$ cat config.mk
export PLATFORM = sky130hd
export DESIGN_NAME = fp_round_unit
export DESIGN_NICKNAME = d
export VERILOG_FILES = /design/src/rtl/fpr_pkg.sv /design/src/rtl/fpr_decide.sv /design/src/rtl/fpr_increment.sv /design/src/rtl/fpr_pack.sv /design/src/rtl/fp_round_unit.sv
export SDC_FILE = /design/constraint.sdc
export NUM_CORES = 1
export LEC_CHECK = 0
export BUFFER_PORTS_ARGS = -buffer_cell sky130_fd_sc_hd__buf_2
export CORE_UTILIZATION = 25
export DETAILED_ROUTE_END_ITERATION = 7
export PLACE_DENSITY = 0.5
export SLEW_MARGIN = 25
export SYNTH_ARGS = -nofsm -noshare
export SYNTH_HDL_FRONTEND = slang
export SYNTH_SLANG_ARGS = --single-unit
$ cat constraint.sdc
create_clock -name clk -period 3.3 [get_ports clk]
set_input_delay 0.66 -clock clk [delete_from_list [all_inputs] [get_ports clk]]
set_output_delay 0.66 -clock clk [all_outputs]
set_load 0.05 [all_outputs]
$ cat src/rtl/fpr_pkg.sv
// Shared types for the rounding stage.
// Assumes the single-precision layout (1 sign, 8 exponent, 23 fraction bits)
// as default, but all widths are carried as parameters in the modules.
package fpr_pkg;

    // Rounding direction; the code values are visible at the in_mode port.
    typedef enum logic [1:0] {
        RM_NEAR_EVEN = 2'b00,
        RM_TO_ZERO   = 2'b01,
        RM_TO_POS    = 2'b10,
        RM_TO_NEG    = 2'b11
    } rmode_e;

    // Whether an overflow in this mode with this sign saturates to infinity.
    function automatic logic ovf_to_infinity(input rmode_e mode, input logic sign);
        logic r;
        case (mode)
            RM_NEAR_EVEN: r = 1'b1;
            RM_TO_ZERO:   r = 1'b0;
            RM_TO_POS:    r = ~sign;
            default:      r = sign;
        endcase
        return r;
    endfunction

endpackage

$ cat src/rtl/fpr_decide.sv
// Rounding decision.
// Works out from the discarded bits, the kept LSB, the sign and the mode
// whether one ULP must be added. Purely combinational.
// Assumes: guard is the half-ULP bit, round is next, and sticky is the OR of the rest.
module fpr_decide
    import fpr_pkg::*;
(
    input  rmode_e mode,
    input  logic   sign,
    input  logic   kept_lsb,
    input  logic   guard,
    input  logic   round,
    input  logic   sticky,
    output logic   inc,
    output logic   discarded_nz
);
    logic below_half_nz;

    // Gather the discarded bits into "anything below the guard" and "anything at all".
    always_comb begin
        below_half_nz = round | sticky;
        discarded_nz  = guard | below_half_nz;
    end

    // Pick the increment per mode; in nearest mode an exact half breaks to even.
    always_comb begin
        case (mode)
            RM_NEAR_EVEN: inc = guard & (below_half_nz | kept_lsb);
            RM_TO_ZERO:   inc = 1'b0;
            RM_TO_POS:    inc = ~sign & discarded_nz;
            default:      inc = sign & discarded_nz;
        endcase
    end
endmodule

$ cat src/rtl/fpr_increment.sv
// Significand increment with renormalization.
// Adds the rounding increment to the SIG_W-bit significand. On carry-out it
// shifts right one place and bumps the exponent. Flags when the exponent has
// reached all ones, which includes an input that already carries all ones.
// Assumes: the input significand is normalized (top bit set).
module fpr_increment #(
    parameter int SIG_W = 24,
    parameter int EXP_W = 8
) (
    input  logic [SIG_W-1:0] sig_in,
    input  logic [EXP_W-1:0] exp_in,
    input  logic             inc,
    output logic [SIG_W-1:0] sig_out,
    output logic [EXP_W-1:0] exp_out,
    output logic             exp_sat
);
    localparam logic [EXP_W:0] EXP_LIMIT = {1'b0, {EXP_W{1'b1}}};

    logic [SIG_W:0]   sum;
    logic [EXP_W:0]   exp_wide;
    logic             carry;

    // Add the increment with one spare bit to catch the carry.
    always_comb begin
        sum   = {1'b0, sig_in} + {{SIG_W{1'b0}}, inc};
        carry = sum[SIG_W];
    end

    // Renormalize on carry: take the upper bits and move the exponent up one.
    always_comb begin
        if (carry) begin
            sig_out  = sum[SIG_W:1];
            exp_wide = {1'b0, exp_in} + {{EXP_W{1'b0}}, 1'b1};
        end else begin
            sig_out  = sum[SIG_W-1:0];
            exp_wide = {1'b0, exp_in};
        end
    end

    // Saturation check: anything at or beyond all ones cannot be encoded as finite.
    always_comb begin
        exp_sat = (exp_wide >= EXP_LIMIT);
        exp_out = exp_wide[EXP_W-1:0];
    end
endmodule

$ cat src/rtl/fpr_pack.sv
// Result packing and overflow handling.
// Builds the output word from the rounded fields. On exponent saturation it
// returns infinity or the largest finite magnitude, chosen by mode and sign.
// Assumes: sig_in has its hidden bit at the top, and that bit is dropped here.
module fpr_pack
    import fpr_pkg::*;
#(
    parameter int SIG_W = 24,
    parameter int EXP_W = 8
) (
    input  rmode_e           mode,
    input  logic             sign,
    input  logic [EXP_W-1:0] exp_in,
    input  logic [SIG_W-1:0] sig_in,
    input  logic             exp_sat,
    output logic [EXP_W+SIG_W-1:0] word,
    output logic             overflow
);
    localparam int MAN_W = SIG_W - 1;
    localparam logic [EXP_W-1:0] EXP_ONES = {EXP_W{1'b1}};
    localparam logic [EXP_W-1:0] EXP_MAXF = {{(EXP_W-1){1'b1}}, 1'b0};

    logic [EXP_W-1:0] exp_field;
    logic [MAN_W-1:0] man_field;

    // Select the exponent and fraction fields for the finite and saturated cases.
    always_comb begin
        overflow = exp_sat;
        if (!exp_sat) begin
            exp_field = exp_in;
            man_field = sig_in[MAN_W-1:0];
        end else if (ovf_to_infinity(mode, sign)) begin
            exp_field = EXP_ONES;
            man_field = '0;
        end else begin
            exp_field = EXP_MAXF;
            man_field = '1;
        end
    end

    // Concatenate sign, exponent and fraction.
    always_comb begin
        word = {sign, exp_field, man_field};
    end
endmodule

$ cat src/rtl/fp_round_unit.sv
// Single-precision rounding stage, top level.
// Takes a normalized unrounded value with guard, round and sticky bits and a
// rounding mode. One clock later it presents the rounded packed word with
// inexact and overflow flags.
// Assumes: in_sig is normalized. An in_exp of all ones marks a value that is
// already out of range. No denormal results are produced.
module fp_round_unit
    import fpr_pkg::*;
#(
    parameter int EXP_W = 8,
    parameter int MAN_W = 23
) (
    input  logic                   clk,
    input  logic                   rst_n,
    input  logic                   in_valid,
    input  logic                   in_sign,
    input  logic [EXP_W-1:0]       in_exp,
    input  logic [MAN_W:0]         in_sig,
    input  logic                   in_guard,
    input  logic                   in_round,
    input  logic                   in_sticky,
    input  logic [1:0]             in_mode,
    output logic                   out_valid,
    output logic [EXP_W+MAN_W:0]   out_word,
    output logic                   out_inexact,
    output logic                   out_overflow
);
    localparam int SIG_W  = MAN_W + 1;
    localparam int WORD_W = 1 + EXP_W + MAN_W;

    rmode_e              mode;
    logic                inc;
    logic                discarded_nz;
    logic [SIG_W-1:0]    sig_rnd;
    logic [EXP_W-1:0]    exp_rnd;
    logic                exp_sat;
    logic [WORD_W-1:0]   word_nxt;
    logic                ovf_nxt;
    logic                inexact_nxt;

    // Interpret the raw mode bits as the rounding-direction type.
    always_comb begin
        mode = rmode_e'(in_mode);
    end

    fpr_decide u_decide (
        .mode         (mode),
        .sign         (in_sign),
        .kept_lsb     (in_sig[0]),
        .guard        (in_guard),
        .round        (in_round),
        .sticky       (in_sticky),
        .inc          (inc),
        .discarded_nz (discarded_nz)
    );

    fpr_increment #(
        .SIG_W (SIG_W),
        .EXP_W (EXP_W)
    ) u_increment (
        .sig_in  (in_sig),
        .exp_in  (in_exp),
        .inc     (inc),
        .sig_out (sig_rnd),
        .exp_out (exp_rnd),
        .exp_sat (exp_sat)
    );

    fpr_pack #(
        .SIG_W (SIG_W),
        .EXP_W (EXP_W)
    ) u_pack (
        .mode     (mode),
        .sign     (in_sign),
        .exp_in   (exp_rnd),
        .sig_in   (sig_rnd),
        .exp_sat  (exp_sat),
        .word     (word_nxt),
        .overflow (ovf_nxt)
    );

    // An overflowed result is never exact, so overflow also sets inexact.
    always_comb begin
        inexact_nxt = discarded_nz | ovf_nxt;
    end

    // Output register: capture on valid input, hold otherwise, clear on reset.
    always_ff @(posedge clk) begin
        if (!rst_n) begin
            out_valid    <= 1'b0;
            out_word     <= '0;
            out_inexact  <= 1'b0;
            out_overflow <= 1'b0;
        end else begin
            out_valid <= in_valid;
            if (in_valid) begin
                out_word     <= word_nxt;
                out_inexact  <= inexact_nxt;
                out_overflow <= ovf_nxt;
            end
        end
    end
endmodule

# Yosys cells after proc, flatten, opt, wreduce, memory -nomap -nowiden
# Index checks and enable logic that the tools add are counted.
dict set report classes {
  addsub 2
  order_cmp 1
  eq_ne 2
  n_mux 9
  bitwise_logic 8
  n_reduce_logical 1
}
# op count
set op_table {}
lappend op_table {{$mux 23} 3}
lappend op_table {{$add 24x1->25} 1}
lappend op_table {{$add 8x1->9 const B} 1}
lappend op_table {{$ge 9x8->1 const B} 1}
lappend op_table {{$mux 9} 1}
lappend op_table {{$mux 8} 1}
lappend op_table {{$pmux 1 s3} 2}
lappend op_table {{$or 1x1->1} 4}
lappend op_table {{$and 1x1->1} 3}
lappend op_table {{$eq 2x1->1 const B} 1}
lappend op_table {{$eq 2x2->1 const B} 1}
lappend op_table {{$logic_not 2->1} 1}
lappend op_table {{$mux 1} 2}
lappend op_table {{$not 1->1} 1}
dict set report totals {
  reg_bits 35
  in_bits 41
}

# Logic depth before layout (Yosys ltp)
dict set report logic_depth {
  ltp_word 10
  mapped_depth 16
  ltp_nobuf 13
}

# Modules after synthesis
# From an unflattened synthesis, not the netlist that was laid out.
dict set report hier_totals {
  hier_cells 326
  area_unflattened_um2 2695.1
}
# mod instances cells_per_inst area_per_inst_um2 seq_area_each_um2
set modules_own_cells {}
lappend modules_own_cells {fp_round_unit 1 112 1341.3 700.7}
lappend modules_own_cells {fpr_increment 1 140 909.6 0.0}
lappend modules_own_cells {fpr_pack 1 69 400.4 0.0}
lappend modules_own_cells {fpr_decide 1 5 43.8 0.0}

# Worst setup path after synthesis
# No wires, ideal clock.
dict set report synth_path {
  kind {input -> register}
  start {input in_mode[1]}
  end {register out_word[21]}
  arrival_ns 3.130
  slack_ns 0.052
  stages 16
  path_buffers 3
  cell_sequence {nor2b_1 > ha_1 > nor2_1 > nand2_1 > nand2_1 > ha_1 > ha_1 > nand3_1 > nor3_2 > buf_4 > and3_1 > buf_6 > o2111a_2 > o31ai_2 > buf_2 > o221a_2}
}
dict set report synth_between {
  elab_chain_len 6
}
# item line
set synth_lines {}
lappend synth_lines {{start, declared} fp_round_unit.sv:22} ;# input logic [1:0] in_mode,
lappend synth_lines {{$eq 2x2->1, or another cell as far along} {fpr_pkg.sv:17, fpr_decide.sv:27}}
lappend synth_lines {{$pmux 1 s3} fpr_decide.sv:27} ;# case (mode)
lappend synth_lines {{$add 24x1->25} fpr_increment.sv:25} ;# sum = {1'b0, sig_in} + {{SIG_W{1'b0}}, inc};
lappend synth_lines {{$mux 9} fpr_increment.sv:31} ;# if (carry) begin
lappend synth_lines {{$ge 9x8->1} fpr_increment.sv:42} ;# exp_sat = (exp_wide >= EXP_LIMIT);
lappend synth_lines {{$mux 23 *} fpr_pack.sv:29} ;# if (!exp_sat) begin
lappend synth_lines {{end signal, assigned} fp_round_unit.sv:97} ;# out_word <= word_nxt;
lappend synth_lines {{end, declared} fp_round_unit.sv:24} ;# output logic [EXP_W+MAN_W:0] out_word,
# Mark *: on every way between the ends. The rest lies on a longest branch, timed or not. The select of a mux whose other input is x is not followed.
# A chain may end at the register's enable or synchronous reset.

# Worst setup path in the final report
dict set report layout_path {
  start {input in_mode[1]}
  end {register out_word[16]}
}
# The elaborated chain is that of the path after synthesis.

==> run_results.csv <==
group,metric,value,unit
power_and_ir_drop,ir_drop,0.138,mV
power_and_ir_drop,power.density,386,mW/mm^2
logic_synthesis,synth_edf_count,0,
drt,first_iter_violations,71,
logic_synthesis,synth_top_area_cell,"dfxtp_1",
logic_synthesis,synthArstFlopShare,0,
logic_synthesis,ys_ff_latch,35,
cts,cts_setup_buffers,0,
drt,viasPerCell,5.07,
grt,grt_pass1_vias,2197,
layout,antenna_cells,0,
drt,antenna_left,0,
cts,clock_sinks,35,
status,status,"finished, final reports clean",
place,dpl.hpwl,5140,microns
grt,grt_use_total,0.151,
worst_setup_path,start_kind,"primary input",
place,io_buffer_count,75,
logic_synthesis,synth.most_common_cell,"dfxtp_1",
logic_synthesis,synth_nets,304,
timing,setup_viol,0,
logic_synthesis,ys_types,54,
floorplan,core-area,0.00834,sq mm
floorplan,die_w,95.5,microns
place,gp_congestion,0.797,
timing,final-hold-violation-count,0,
floorplan,die_area,0.00913,sq mm
logic_synthesis,synth_compound_area_frac,0.299,
logic_synthesis,netlist_top_cells_count,"35 x dfxtp_1, 22 x o21ai_0, 20 x nor2_1, 17 x nand2_1",
worst_setup_path,critical_path_required,3.51,ns
floorplan,initial_utilization,0.262,
drt,drc_errors,0,
layout,drive_gt1_frac,0.344,
logic_synthesis,synth_area_leaders,"dfxtp_1 32%, o21ai_0 5.0%, xnor2_1 4.8%, xor2_1 4.8%, o221a_1 4.1%",
drt,drtPass1Iterations,4,
timing,rsz0062_at_grt,"false",
logic_synthesis,ys.flop_type,"dfxtp_1",
layout,syn2layout_area_growth,33.6,%
grt,antenna_found_initial,0,
logic_synthesis,syn_inst,259,
floorplan,ios,76,
cts,clk_latency,0.28,ns
cts,cts_buffers,5,
cts,cts_max_path_buffers,2,
timing,slew-limit-headroom,0.477,
logic_synthesis,synth_xor_area_frac,0.0961,
timing,min_period,3.01,ns
logic_synthesis,avgSynthCellArea,8.44,sq um
logic_synthesis,syn-cell-area,0.00219,sq mm
timing,finClkSkew,0,ns
power_and_ir_drop,total_leakage_power,1.23,nW
logic_synthesis,yosysTopAreaCellShare,0.320,
floorplan,rows,33,
timing,fmax,332,MHz
layout,layout.nets,397,
cts,clock-root-buffer,"clkbuf_8",
grt,grt_pass1_wl,10700,microns
timing,tightest_slew,0.785,ns
floorplan,chipHeight,95.5,microns
timing,tns,0,ns
worst_setup_path,crit_arrival,3.22,ns
drt,route.detailed.wl_per_inst,14.6,microns
cts,path_clk_slew,0.08,ns
grt,grt_start_max_net_pins,46,
flow_run,maxCapViolations,0,
worst_setup_path,critPathCaptureType,"flop",
timing,finalMaxSlewViolations,0,
cts,tritoncts,"yes",
cts,h-tree-depth,2,
logic_synthesis,yosys_warnings,0,
drt,finalWirelength,6700,microns
timing,hold_slack,0.525,ns
logic_synthesis,synthSimpleGateAreaFrac,0.204,
logic_synthesis,yosys.area_share.adder,0.0229,
worst_setup_path,crit_fanout,6,
logic_synthesis,synth_top_family_by_area,"compound AO/OA/AOI/OAI gates",
grt,grt_overflow,0,
logic_synthesis,synth.mux.area_fraction,0.00915,
worst_setup_path,worstSetupPathType,"in2reg",
drt,vias,2317,
timing,layout_worst_path_cycle_share,0.911,
logic_synthesis,yosysSeqAreaShare,0.320,
min_path,holdCritPathClass,"reg2reg",
## per-layer routing
layer  vias up  GRT usage  wire length (microns)
li1       1171          -                      -
met1      1077      0.193                   3220
met2        63      0.257                   3060
met3         6     0.0311                    367
met4         0     0.0361                     51
met5         -          0                      0
## flip-flops by register name (all words and copies together) (netlist names)
| name | flops |
|---|---|
| out_inexact | 1 |
| out_overflow | 1 |
| out_valid | 1 |
| out_word | 32 |
## worst max-delay path, cell delays in order
cell and delay (ns):
buf_2 0.11, nor2b_1 0.12, ha_1 0.27, nor2_1 0.10
nand2_1 0.06, nand2_1 0.06, ha_1 0.16, ha_1 0.16
nand3_1 0.11, nor3_2 0.14, buf_4 0.16, nand3_2 0.11
o41a_1 0.50, o31a_1 0.17, buf_4 0.17, o22ai_1 0.16
## stage by stage
step                cell area (sq um)  power (mW)  utilization  instances  setup WS (ns)
floorplan                        2190       0.700            -        259         0.0516
global placement                 2830       0.806        0.339        450         -0.226
detailed placement               2830       0.808        0.339        450         -0.285
CTS                              2910        1.14        0.349        457         0.0216
global route                     2920        1.19        0.350        457          0.101
finish                           2920        1.13        0.350        457          0.292
## cell type report
class / count / area [sq um]
Fill cell: 910 / 5420
Multi-Input combinational cell: 203 / 1390
Sequential cell: 35 / 701
Timing Repair Buffer: 103 / 598
Tap cell: 105 / 131
Clock buffer: 6 / 82.6
Inverter: 4 / 15.0
Clock inverter: 1 / 5.00
## final timing paths
check | end | from | cells past startpoint | slack, ns
worst max-delay path | out_word[16] | in_mode[1] | 16 | 0.29
worst min-delay path | out_word[13] | out_word[13] | 1 | 0.53
worst max register to register | out_word[12] | out_word[12] | 3 | 2.31
worst min register to register | out_word[13] | out_word[13] | 1 | 0.53
## kinds of logic after synthesis
logic type / count (synthesis)
AO/OA/AOI/OAI: 89
AND/OR/NAND/NOR: 84
flip-flops: 35
XOR/XNOR: 24
buffers and inverters: 21
adder cells (fa/ha/maj): 4
multiplexers: 2
## power breakdown
part / total, mW / switching, mW / internal [mW]
clock network: 0.332 / 0.167 / 0.164
logic: 0.326 / 0.224 / 0.102
registers: 0.471 / 0.0154 / 0.456
## cells in the final DEF (no fill, tap or decap), types with 9 or more instances in the layout
cell type and instances:
dfxtp_1 35, a31oi_1 11, nand2_1 17, a21oi_1 9
buf_4 27, buf_2 75, xor2_1 12, xnor2_1 12
o21ai_0 22, nand4_1 9, nor2_1 20
## timing repair
item / 4_1_cts / 5_1_grt
gates resized for setup: 0 / 1
hold buffers: 0 / 0
setup endpoints to repair: 0 / 11
(Power assumes the default switching activity.)
